$ cat src/rtl/ir_rle_pkg.sv
package ir_rle_pkg;
  typedef enum logic {
    ST_WAIT = 1'b0,
    ST_RUN  = 1'b1
  } rle_state_e;

  localparam logic [1:0] MODE_IR   = 2'b11;
  localparam int unsigned GEN_BIT  = 0;
  localparam int unsigned RXEN_BIT = 1;
  localparam int unsigned MODE_LSB = 4;
  localparam int unsigned INV_BIT  = 2;
  localparam int unsigned NTHR_LSB = 2;
  localparam int unsigned ITHR_LSB = 8;
endpackage

$ cat src/rtl/ir_rle_rst_sync.sv
module ir_rle_rst_sync (
  input  logic clk,
  input  logic rst_n,
  output logic rst_sync_n
);
  logic [1:0] sync_q;

  always_ff @(posedge clk or negedge rst_n) begin
    if (!rst_n) sync_q <= 2'b00;
    else        sync_q <= {sync_q[0], 1'b1};
  end

  assign rst_sync_n = sync_q[1];
endmodule

$ cat src/rtl/ir_rle_cfg.sv
module ir_rle_cfg
  import ir_rle_pkg::*;
#(
  parameter int unsigned NTHR_W = 6,
  parameter int unsigned ITHR_W = 8,
  parameter int unsigned LEN_W  = 7,
  localparam int unsigned SMP_W  = ITHR_LSB + ITHR_W,
  localparam int unsigned IDLE_W = ITHR_W + 1 + LEN_W
) (
  input  logic [7:0]        ctrl,
  input  logic [7:0]        rx_cfg,
  input  logic [SMP_W-1:0]  smp_cfg,
  output logic              enable,
  output logic              invert,
  output logic [NTHR_W-1:0] noise_thr,
  output logic [IDLE_W-1:0] idle_limit
);
  logic [ITHR_W-1:0] idle_thr;
  logic              unused_cfg_bits;

  assign enable     = ctrl[GEN_BIT] & ctrl[RXEN_BIT] &
                      (ctrl[MODE_LSB +: 2] == MODE_IR);
  assign invert     = rx_cfg[INV_BIT];
  assign noise_thr  = smp_cfg[NTHR_LSB +: NTHR_W];
  assign idle_thr   = smp_cfg[ITHR_LSB +: ITHR_W];
  // (T+1) * 2^LEN_W samples of idle level end a packet
  assign idle_limit = {1'b0, idle_thr, {LEN_W{1'b0}}} + {1'b1, {LEN_W{1'b0}}};

  assign unused_cfg_bits = ^{ctrl[7:6], ctrl[3:2], rx_cfg[7:3], rx_cfg[1:0], smp_cfg[1:0]};
endmodule

$ cat src/rtl/ir_rle_tick.sv
module ir_rle_tick #(
  parameter int unsigned SAMPLE_DIV = 64,
  localparam int unsigned CNT_W = (SAMPLE_DIV > 2) ? $clog2(SAMPLE_DIV) : 1
) (
  input  logic clk,
  input  logic rst_n,
  input  logic enable,
  output logic tick
);
  logic [CNT_W-1:0] cnt_q, cnt_d;

  assign tick = enable && (cnt_q == CNT_W'(SAMPLE_DIV - 1));

  always_comb begin
    if (!enable || tick) cnt_d = '0;
    else                 cnt_d = cnt_q + 1'b1;
  end

  always_ff @(posedge clk or negedge rst_n) begin
    if (!rst_n) cnt_q <= '0;
    else        cnt_q <= cnt_d;
  end
endmodule

$ cat src/rtl/ir_rle_core.sv
module ir_rle_core
  import ir_rle_pkg::*;
#(
  parameter int unsigned LEN_W  = 7,
  parameter int unsigned NTHR_W = 6,
  parameter int unsigned IDLE_W = 16,
  localparam int unsigned CNT_W = LEN_W + 1,
  localparam int unsigned DEV_W = NTHR_W + 1
) (
  input  logic              clk,
  input  logic              rst_n,
  input  logic              enable,
  input  logic              tick,
  input  logic              smp_bit,
  input  logic [NTHR_W-1:0] noise_thr,
  input  logic [IDLE_W-1:0] idle_limit,
  output logic              byte_valid,
  output logic [LEN_W:0]    byte_data,
  output logic              pkt_end
);
  rle_state_e        state_q, state_d;
  logic              lvl_q, lvl_d;
  logic [CNT_W-1:0]  len_q, len_d;
  logic [DEV_W-1:0]  dev_q, dev_d;
  logic [IDLE_W-1:0] idle_q, idle_d;
  logic              vld_d, pe_d;
  logic [LEN_W:0]    byte_d;

  logic [CNT_W-1:0]  len_sum;
  logic [DEV_W-1:0]  dev_inc;
  logic [IDLE_W-1:0] idle_inc;
  logic              change_ok;
  logic              idle_hit;

  assign len_sum   = len_q + {{(CNT_W-DEV_W){1'b0}}, dev_q} + 1'b1;
  assign dev_inc   = dev_q + 1'b1;
  assign idle_inc  = idle_q + 1'b1;
  assign change_ok = dev_inc > {1'b0, noise_thr};
  assign idle_hit  = !lvl_q && (idle_inc == idle_limit);

  always_comb begin
    state_d = state_q;
    lvl_d   = lvl_q;
    len_d   = len_q;
    dev_d   = dev_q;
    idle_d  = idle_q;
    vld_d   = 1'b0;
    pe_d    = 1'b0;
    byte_d  = '0;
    if (!enable) begin
      state_d = ST_WAIT;
      lvl_d   = 1'b0;
      len_d   = '0;
      dev_d   = '0;
      idle_d  = '0;
    end else if (tick) begin
      unique case (state_q)
        ST_WAIT: begin
          if (smp_bit) begin
            state_d = ST_RUN;
            lvl_d   = 1'b1;
            len_d   = CNT_W'(1);
            dev_d   = '0;
            idle_d  = '0;
          end
        end
        ST_RUN: begin
          if (idle_hit) begin
            // timeout wins over any split on this sample
            pe_d    = 1'b1;
            state_d = ST_WAIT;
            lvl_d   = 1'b0;
            len_d   = '0;
            dev_d   = '0;
            idle_d  = '0;
          end else if (smp_bit == lvl_q) begin
            dev_d  = '0;
            idle_d = lvl_q ? '0 : idle_inc;
            if (len_sum[LEN_W]) begin
              vld_d  = 1'b1;
              byte_d = {lvl_q, {LEN_W{1'b1}}};
              len_d  = {1'b0, len_sum[LEN_W-1:0]};
            end else begin
              len_d  = len_sum;
            end
          end else if (change_ok) begin
            if (len_q != '0) begin
              vld_d  = 1'b1;
              byte_d = {lvl_q, len_q[LEN_W-1:0] - 1'b1};
            end
            lvl_d  = smp_bit;
            len_d  = {{(CNT_W-DEV_W){1'b0}}, dev_inc};
            dev_d  = '0;
            idle_d = smp_bit ? '0 : {{(IDLE_W-DEV_W){1'b0}}, dev_inc};
          end else begin
            dev_d  = dev_inc;
            idle_d = lvl_q ? '0 : idle_inc;
          end
        end
        default: state_d = ST_WAIT;
      endcase
    end
  end

  always_ff @(posedge clk or negedge rst_n) begin
    if (!rst_n) begin
      state_q    <= ST_WAIT;
      lvl_q      <= 1'b0;
      len_q      <= '0;
      dev_q      <= '0;
      idle_q     <= '0;
      byte_valid <= 1'b0;
      byte_data  <= '0;
      pkt_end    <= 1'b0;
    end else begin
      state_q    <= state_d;
      lvl_q      <= lvl_d;
      len_q      <= len_d;
      dev_q      <= dev_d;
      idle_q     <= idle_d;
      byte_valid <= vld_d;
      byte_data  <= byte_d;
      pkt_end    <= pe_d;
    end
  end
endmodule

$ cat src/rtl/ir_rle_rx.sv
module ir_rle_rx
  import ir_rle_pkg::*;
#(
  parameter int unsigned SAMPLE_DIV = 64,
  parameter int unsigned LEN_W      = 7,
  parameter int unsigned NTHR_W     = 6,
  parameter int unsigned ITHR_W     = 8,
  localparam int unsigned SMP_W  = ITHR_LSB + ITHR_W,
  localparam int unsigned IDLE_W = ITHR_W + 1 + LEN_W
) (
  input  logic             clk,
  input  logic             rst_n,
  input  logic [7:0]       ctrl,
  input  logic [7:0]       rx_cfg,
  input  logic [SMP_W-1:0] smp_cfg,
  input  logic             ir_in,
  output logic             byte_valid,
  output logic [LEN_W:0]   byte_data,
  output logic             pkt_end
);
  logic              rst_sync_n;
  logic              enable;
  logic              invert;
  logic [NTHR_W-1:0] noise_thr;
  logic [IDLE_W-1:0] idle_limit;
  logic              tick;
  logic              smp_bit;

  ir_rle_rst_sync u_rst (
    .clk        (clk),
    .rst_n      (rst_n),
    .rst_sync_n (rst_sync_n)
  );

  ir_rle_cfg #(.NTHR_W(NTHR_W), .ITHR_W(ITHR_W), .LEN_W(LEN_W)) u_cfg (
    .ctrl       (ctrl),
    .rx_cfg     (rx_cfg),
    .smp_cfg    (smp_cfg),
    .enable     (enable),
    .invert     (invert),
    .noise_thr  (noise_thr),
    .idle_limit (idle_limit)
  );

  ir_rle_tick #(.SAMPLE_DIV(SAMPLE_DIV)) u_tick (
    .clk    (clk),
    .rst_n  (rst_sync_n),
    .enable (enable),
    .tick   (tick)
  );

  assign smp_bit = ir_in ^ invert;

  ir_rle_core #(.LEN_W(LEN_W), .NTHR_W(NTHR_W), .IDLE_W(IDLE_W)) u_core (
    .clk        (clk),
    .rst_n      (rst_sync_n),
    .enable     (enable),
    .tick       (tick),
    .smp_bit    (smp_bit),
    .noise_thr  (noise_thr),
    .idle_limit (idle_limit),
    .byte_valid (byte_valid),
    .byte_data  (byte_data),
    .pkt_end    (pkt_end)
  );
endmodule

$ cat config.mk
export PLATFORM = sky130hd
export DESIGN_NAME = ir_rle_rx
export DESIGN_NICKNAME = d
export VERILOG_FILES = /design/src/rtl/ir_rle_pkg.sv /design/src/rtl/ir_rle_rst_sync.sv /design/src/rtl/ir_rle_cfg.sv /design/src/rtl/ir_rle_tick.sv /design/src/rtl/ir_rle_core.sv /design/src/rtl/ir_rle_rx.sv
export SDC_FILE = /design/constraint.sdc
export NUM_CORES = 1
export LEC_CHECK = 0
export CORE_MARGIN = 1.5
export CORE_UTILIZATION = 57
export DETAILED_ROUTE_END_ITERATION = 10
export PLACE_DENSITY_LB_ADDON = 0.25
export SKIP_CTS_REPAIR_TIMING = 1
export SYNTH_ARGS = -nofsm -noshare
export SYNTH_HDL_FRONTEND = slang
export SYNTH_SLANG_ARGS = --single-unit
$ cat constraint.sdc
create_clock -name clk -period 4.1 [get_ports clk]
set_clock_uncertainty 0.1 [all_clocks]
set_input_delay 0.82 -clock clk [delete_from_list [all_inputs] [get_ports clk]]
set_output_delay 0.82 -clock clk [all_outputs]
set_load 0.01 [all_outputs]
-- After elaboration in Yosys (flattened, before gate mapping)
Cells that the tools add are included.
- add/subtract/negate cells: 7
- $lt $le $gt $ge: 1
- equal/unequal tests: 9
- muxes and demuxes: 56
- bitwise operators: 4
- reduce and logical (&&, ||, !) cells: 9
- operators with widths (cell ; number):
    two-way mux 16 bit ; 7
    two-way mux 8 bit ; 14
    two-way mux 7 bit ; 7
    case mux 16 bit (2 select lines) ; 1
    two-way mux 1 bit ; 22
    adder 15 x 8 -> 16 bit (second input constant) ; 1
    adder 16 x 1 -> 16 bit (second input constant) ; 1
    == test 16 bit ; 1
    case mux 8 bit (2 select lines) ; 1
    case mux 7 bit (2 select lines) ; 1
    adder 8 x 1 -> 8 bit (second input constant) ; 1
    adder 8 x 7 -> 8 bit ; 1
    inequality test 4 bit (second input constant) ; 2
    nonzero test 8 bit ; 1
    adder 7 x 1 -> 7 bit (second input constant) ; 1
    > comparator 7 x 6 -> 1 bit ; 1
    subtractor 7 x 1 -> 7 bit (second input constant) ; 1
    adder 6 x 1 -> 6 bit (second input constant) ; 1
    == test 6 bit (second input constant) ; 1
    two-way mux 6 bit ; 1
    inequality test 5 bit (second input constant) ; 1
    case mux 1 bit (2 select lines) ; 2
    AND reduction 4 bit ; 1
    inequality test 3 bit (second input constant) ; 1
    11 further kinds ; 14
- flip-flop bits (word level): 51
- input bits: 35
- output and inout port bits: 10

-- Depth between registers and ports, before layout
- depth after elaboration: 8
- depth in mapped cells: 13
- gate-level depth less buffers: 12

-- Hierarchy
Synthesis repeated with hierarchy kept, for this count alone.
- cell total of the unflattened synthesis: 435
- area, all modules: 3902.5 um2
- modules (own cells, without submodules) (module ; instances ; cells each ; area each (um2) ; sequential area each (um2)):
    ir_rle_core ; 1 ; 369 ; 3326.9 ; 1051.0
    ir_rle_tick ; 1 ; 28 ; 274.0 ; 150.1
    ir_rle_cfg ; 1 ; 34 ; 239.0 ; 0.0
    ir_rle_rst_sync ; 1 ; 3 ; 53.8 ; 50.0
    ir_rle_rx ; 1 ; 1 ; 8.8 ; 0.0

-- Worst setup path before layout
No wires, ideal clock.
- path type: input port to flip-flop
- start point: in smp_cfg[8]
- end point: reg u_core.dev_q[1]
- arrival: 3.004 ns
- required time: 3.878 ns
- path slack: 0.874 ns
- stages on the path: 11
- path through: ha_1 and4_1 and2_1 buf_2 o311ai_1 a211oi_1 nand2b_1 or4b_1 buf_6 and2_4 a32o_1
- word-level cells in the longest chain between the ends: 7
- RTL lines (element ; line ; text):
    start, declared ; ir_rle_rx.sv:15 ; input logic [SMP_W-1:0] smp_cfg,
    adder 15 x 8 -> 16 bit ; ir_rle_cfg.sv:27 ; assign idle_limit = {1'b0, idle_thr, {LEN_W{1'b0}}} + {1'b1, {LEN_W{1'b0}}};
    == test 16 bit ; ir_rle_core.sv:39 ; assign idle_hit = !lvl_q && (idle_inc == idle_limit);
    logical AND 1 bit ; ir_rle_core.sv:39 ;
    two-way mux 7 bit ; ir_rle_core.sv:68 ; if (idle_hit) begin
    case mux 7 bit (2 select lines) ; ir_rle_core.sv:57 ; unique case (state_q)
    two-way mux 7 bit ; ir_rle_core.sv:56 ; end else if (tick) begin
    two-way mux 7 bit ; ir_rle_core.sv:50 ; if (!enable) begin
    end signal, assigned ; ir_rle_core.sv:119 ; dev_q <= dev_d;
    end, declared ; ir_rle_core.sv:24 ; logic [DEV_W-1:0] dev_q, dev_d;
No other way between the ends. The select of a mux whose other input is x is not followed.
A chain may end at the register's enable or synchronous reset.

-- Worst setup path in the final report
- start point: in smp_cfg[13]
- end point: reg u_core.dev_q[3]
The elaborated chain is that of the path after synthesis.

==> reports/results.tsv <==
metric	value	unit
CTS tree	done	
outcome	finished clean	
crit path launch type	input pin	
CTS buffer count	5	
Final Hold Vio Count	0	
total grt overflow	0	
slowest stage delay, CP	0.64	ns
synthesized-area fraction occupied by and/or/nand/nor cells	27.1	%
Layout fillers	563	
Req. time, crit path	4.20	ns
fin crit share	86.5	%
detailed-placement wirelength estimate	6.40	mm
total core area	0.00631	mm²
Crit. End Element	flop	
Placement Rows	29	
number of global-route vias before repair	3317	
Clock transition at path regs	0.10	ns
Crit Path Max Fanout	16	
htree depth	2	
clock latency on the worst-skew pair	0.31	ns
post-synthesis sequential area ratio	33.6	%
Worst-Margin Slew	1.21	ns
IO buf count	31	
slew margin rel.	18.6	%
largest net degree at the start of global routing	49	
Synth area leaders	dfrtp_1 (34%), ha_1 (6.4%), xnor2_1 (6.1%)	
Primary FF master, synth	dfrtp_1	
leading cell types by count after synthesis	dfrtp_1 (50), nand2_1 (42), nor2_1 (38)	
first-pass GRT wire length	15.3	mm
DR top layer	met4	
Netlist Area Pre-Place	0.00372	mm²
Die ar.	0.00703	mm²
fin nets	515	
root buf cell	clkbuf_8	
metal2 WL	4.35	mm
First DRT Iteration DRCs	250	
Final setup viols	0	
drt wl/cell	16.2	µm
initial core utilization	59.0	%
synthesized-area fraction occupied by xor and xnor cells	8.00	%
smallest hold slack	0.258	ns
setup TNS	0	ns
DRC	0	
Yosys warning total	0	
fmax	282	MHz
max_cap viols	0	
count leader, synth	dfrtp_1	
Worst Path Arrival	3.65	ns
Total Routed Length	8.73	mm
PwrDens	217	mW/mm²
ANT nets after route	0	
worst min path class	reg -> reg	
Mean Syn Cell Area	8.48	µm²
num ports	45	
fraction of layout cells with a size suffix above 1	6.29	%
routed length on met1	3.92	mm
die width	83.8	µm
Peak VDD IR	0.146	mV
Post-Syn Nets	494	
CP Class	in -> reg	
post-synthesis register bit count	50	
Syn Inst Count	439	
clock sinks	50	
DRT Pass-1 Iters	5	
main combinational cell family by area after synthesis	simple AND/OR/NAND/NOR gates	
post-layout min period	3.55	ns
Synth area leader	dfrtp_1	
Unique masters post-synth	64	
DR WL met3	346	µm
initial antenna violation count	0	
Leak	0.00178	µW
diodes inserted	0	
mux share of post-synthesis cell area	1.08	%
Post-Synth Adder-Cell Area	6.92	%
Final Wtd Congestion	0.867	
Synth top area share	33.6	%
CP max-delay cell	clkdlybuf4s50_1	
Slew Viols, Final	0	
ys async rst share	100	%
global router's overall resource usage	26.3	%
die extent in y	83.8	µm
Compound-Gate Fraction of Synth Area	18.1	%
number of synthesized flops with an enable pin	0	
Critical Path, Cell by Cell	clkdlybuf4s50_1 > or3b_1 > a2111oi_2 > nor2_1 > o311ai_1 > nand4_1 > or4b_1 > buf_4 > and2_4 > a32o_1	
Bufs on Longest Clock Path	2	
Area Growth Syn to Fin	12.0	%
unrepaired setup endpoints after global routing	no	
via count	3364	
Vias/cell	6.25	
==> logic make-up (layout without fill, tap and decap cells) <==
group | count (synthesis) | count (layout)
XOR/XNOR | 34 | 34
other | 1 | 1
multiplexers | 4 | 4
AO/OA/AOI/OAI | 93 | 93
AND/OR/NAND/NOR | 194 | 194
buffers and inverters | 43 | 65
flip-flops | 50 | 50
adder cells (fa/ha/maj) | 20 | 20
==> layer usage <==
metal,GRT usage [%],up-vias
met3,3.26,11
met2,44.1,97
li1,-,1640
met1,36.0,1616
met4,7.45,0
met5,0,-
==> cells in the final DEF (no fill, tap or decap), drive strengths merged, types with 4 or more instances in the layout <==
| master | netlist | layout |
|---|---|---|
| inv | 16 | 17 |
| and2 | 6 | 6 |
| buf | 12 | 10 |
| or3 | 4 | 4 |
| o22ai | 5 | 5 |
| a211oi | 7 | 7 |
| clkbuf | 15 | 5 |
| nand4 | 13 | 13 |
| nand3 | 18 | 18 |
| a31oi | 7 | 7 |
| nor2 | 38 | 38 |
| a22oi | 11 | 11 |
| nor3 | 16 | 16 |
| ha | 19 | 19 |
| a21oi | 11 | 11 |
| nand2 | 42 | 42 |
| o21ai | 16 | 16 |
| nor2b | 10 | 10 |
| and4 | 4 | 4 |
| dfrtp | 50 | 50 |
| xnor2 | 26 | 26 |
| nand2b | 8 | 8 |
| clkdlybuf4s50 | 0 | 31 |
| o211ai | 7 | 7 |
| mux2i | 4 | 4 |
| xor2 | 8 | 8 |
| and3 | 19 | 19 |
==> power breakdown <==
group          total (µW)  switching, µW  internal [µW]
registers             505           10.7            495
clock network         298            176            122
logic                 101           55.1           45.4
==> final cells by class <==
class	instances	area, µm²	share of cell area, %
clock buffer	5	68.8	1.65
multi-input combinational	346	2280	54.8
tap	77	96.3	2.31
sequential	50	1250	30.0
clock inverter	3	23.8	0.570
inverter	16	60.1	1.44
timing repair buffer	41	385	9.24
==> registers in the layout, summed over array words and instances, names as in the netlist <==
name / count
u_tick.cnt_q: 6
u_core.dev_q: 7
u_core.byte_valid: 1
u_core.byte_data: 8
u_core.state_q: 1
u_core.lvl_q: 1
u_core.len_q: 7
u_rst.sync_q: 2
u_core.idle_q: 16
u_core.pkt_end: 1
==> final timing paths <==
kind	start	end	slack [ns]	depth (start not counted)
worst max-delay path	smp_cfg[13]	u_core.dev_q[3]	0.55	10
worst min-delay path	u_rst.sync_q[0]	u_rst.sync_q[1]	0.26	0
worst max register to register	u_core.dev_q[0]	u_core.len_q[3]	0.86	11
worst min register to register	u_rst.sync_q[0]	u_rst.sync_q[1]	0.26	0
max in group asynchronous	u_rst.sync_q[1]	u_core.byte_data[4]	2.90	0
min in group asynchronous	u_rst.sync_q[1]	u_core.idle_q[5]	0.37	0
==> per-stage QoR <==
stage | util, % | std cells | cell area (µm²) | setup slack [ns] | total power, µW
final | 66.1 | 538 | 4170 | 0.553 | 904
after global routing | 66.1 | 538 | 4170 | 0.349 | 947
after CTS | 66.1 | 538 | 4170 | 0.546 | 911
after detailed placement | 64.6 | 530 | 4080 | 0.234 | 616
after global placement | 64.6 | 530 | 4080 | 0.289 | 613
after floorplan | - | 439 | 3720 | 0.874 | 573
==> worst max-delay path, delay by kind of cell <==
family	cells	cell delay, ns
AOI/OAI and AO/OA	3	0.67
buffers and inverters	2	0.86
and+or+nand+nor	5	1.29
(Power assumes the default switching activity.)
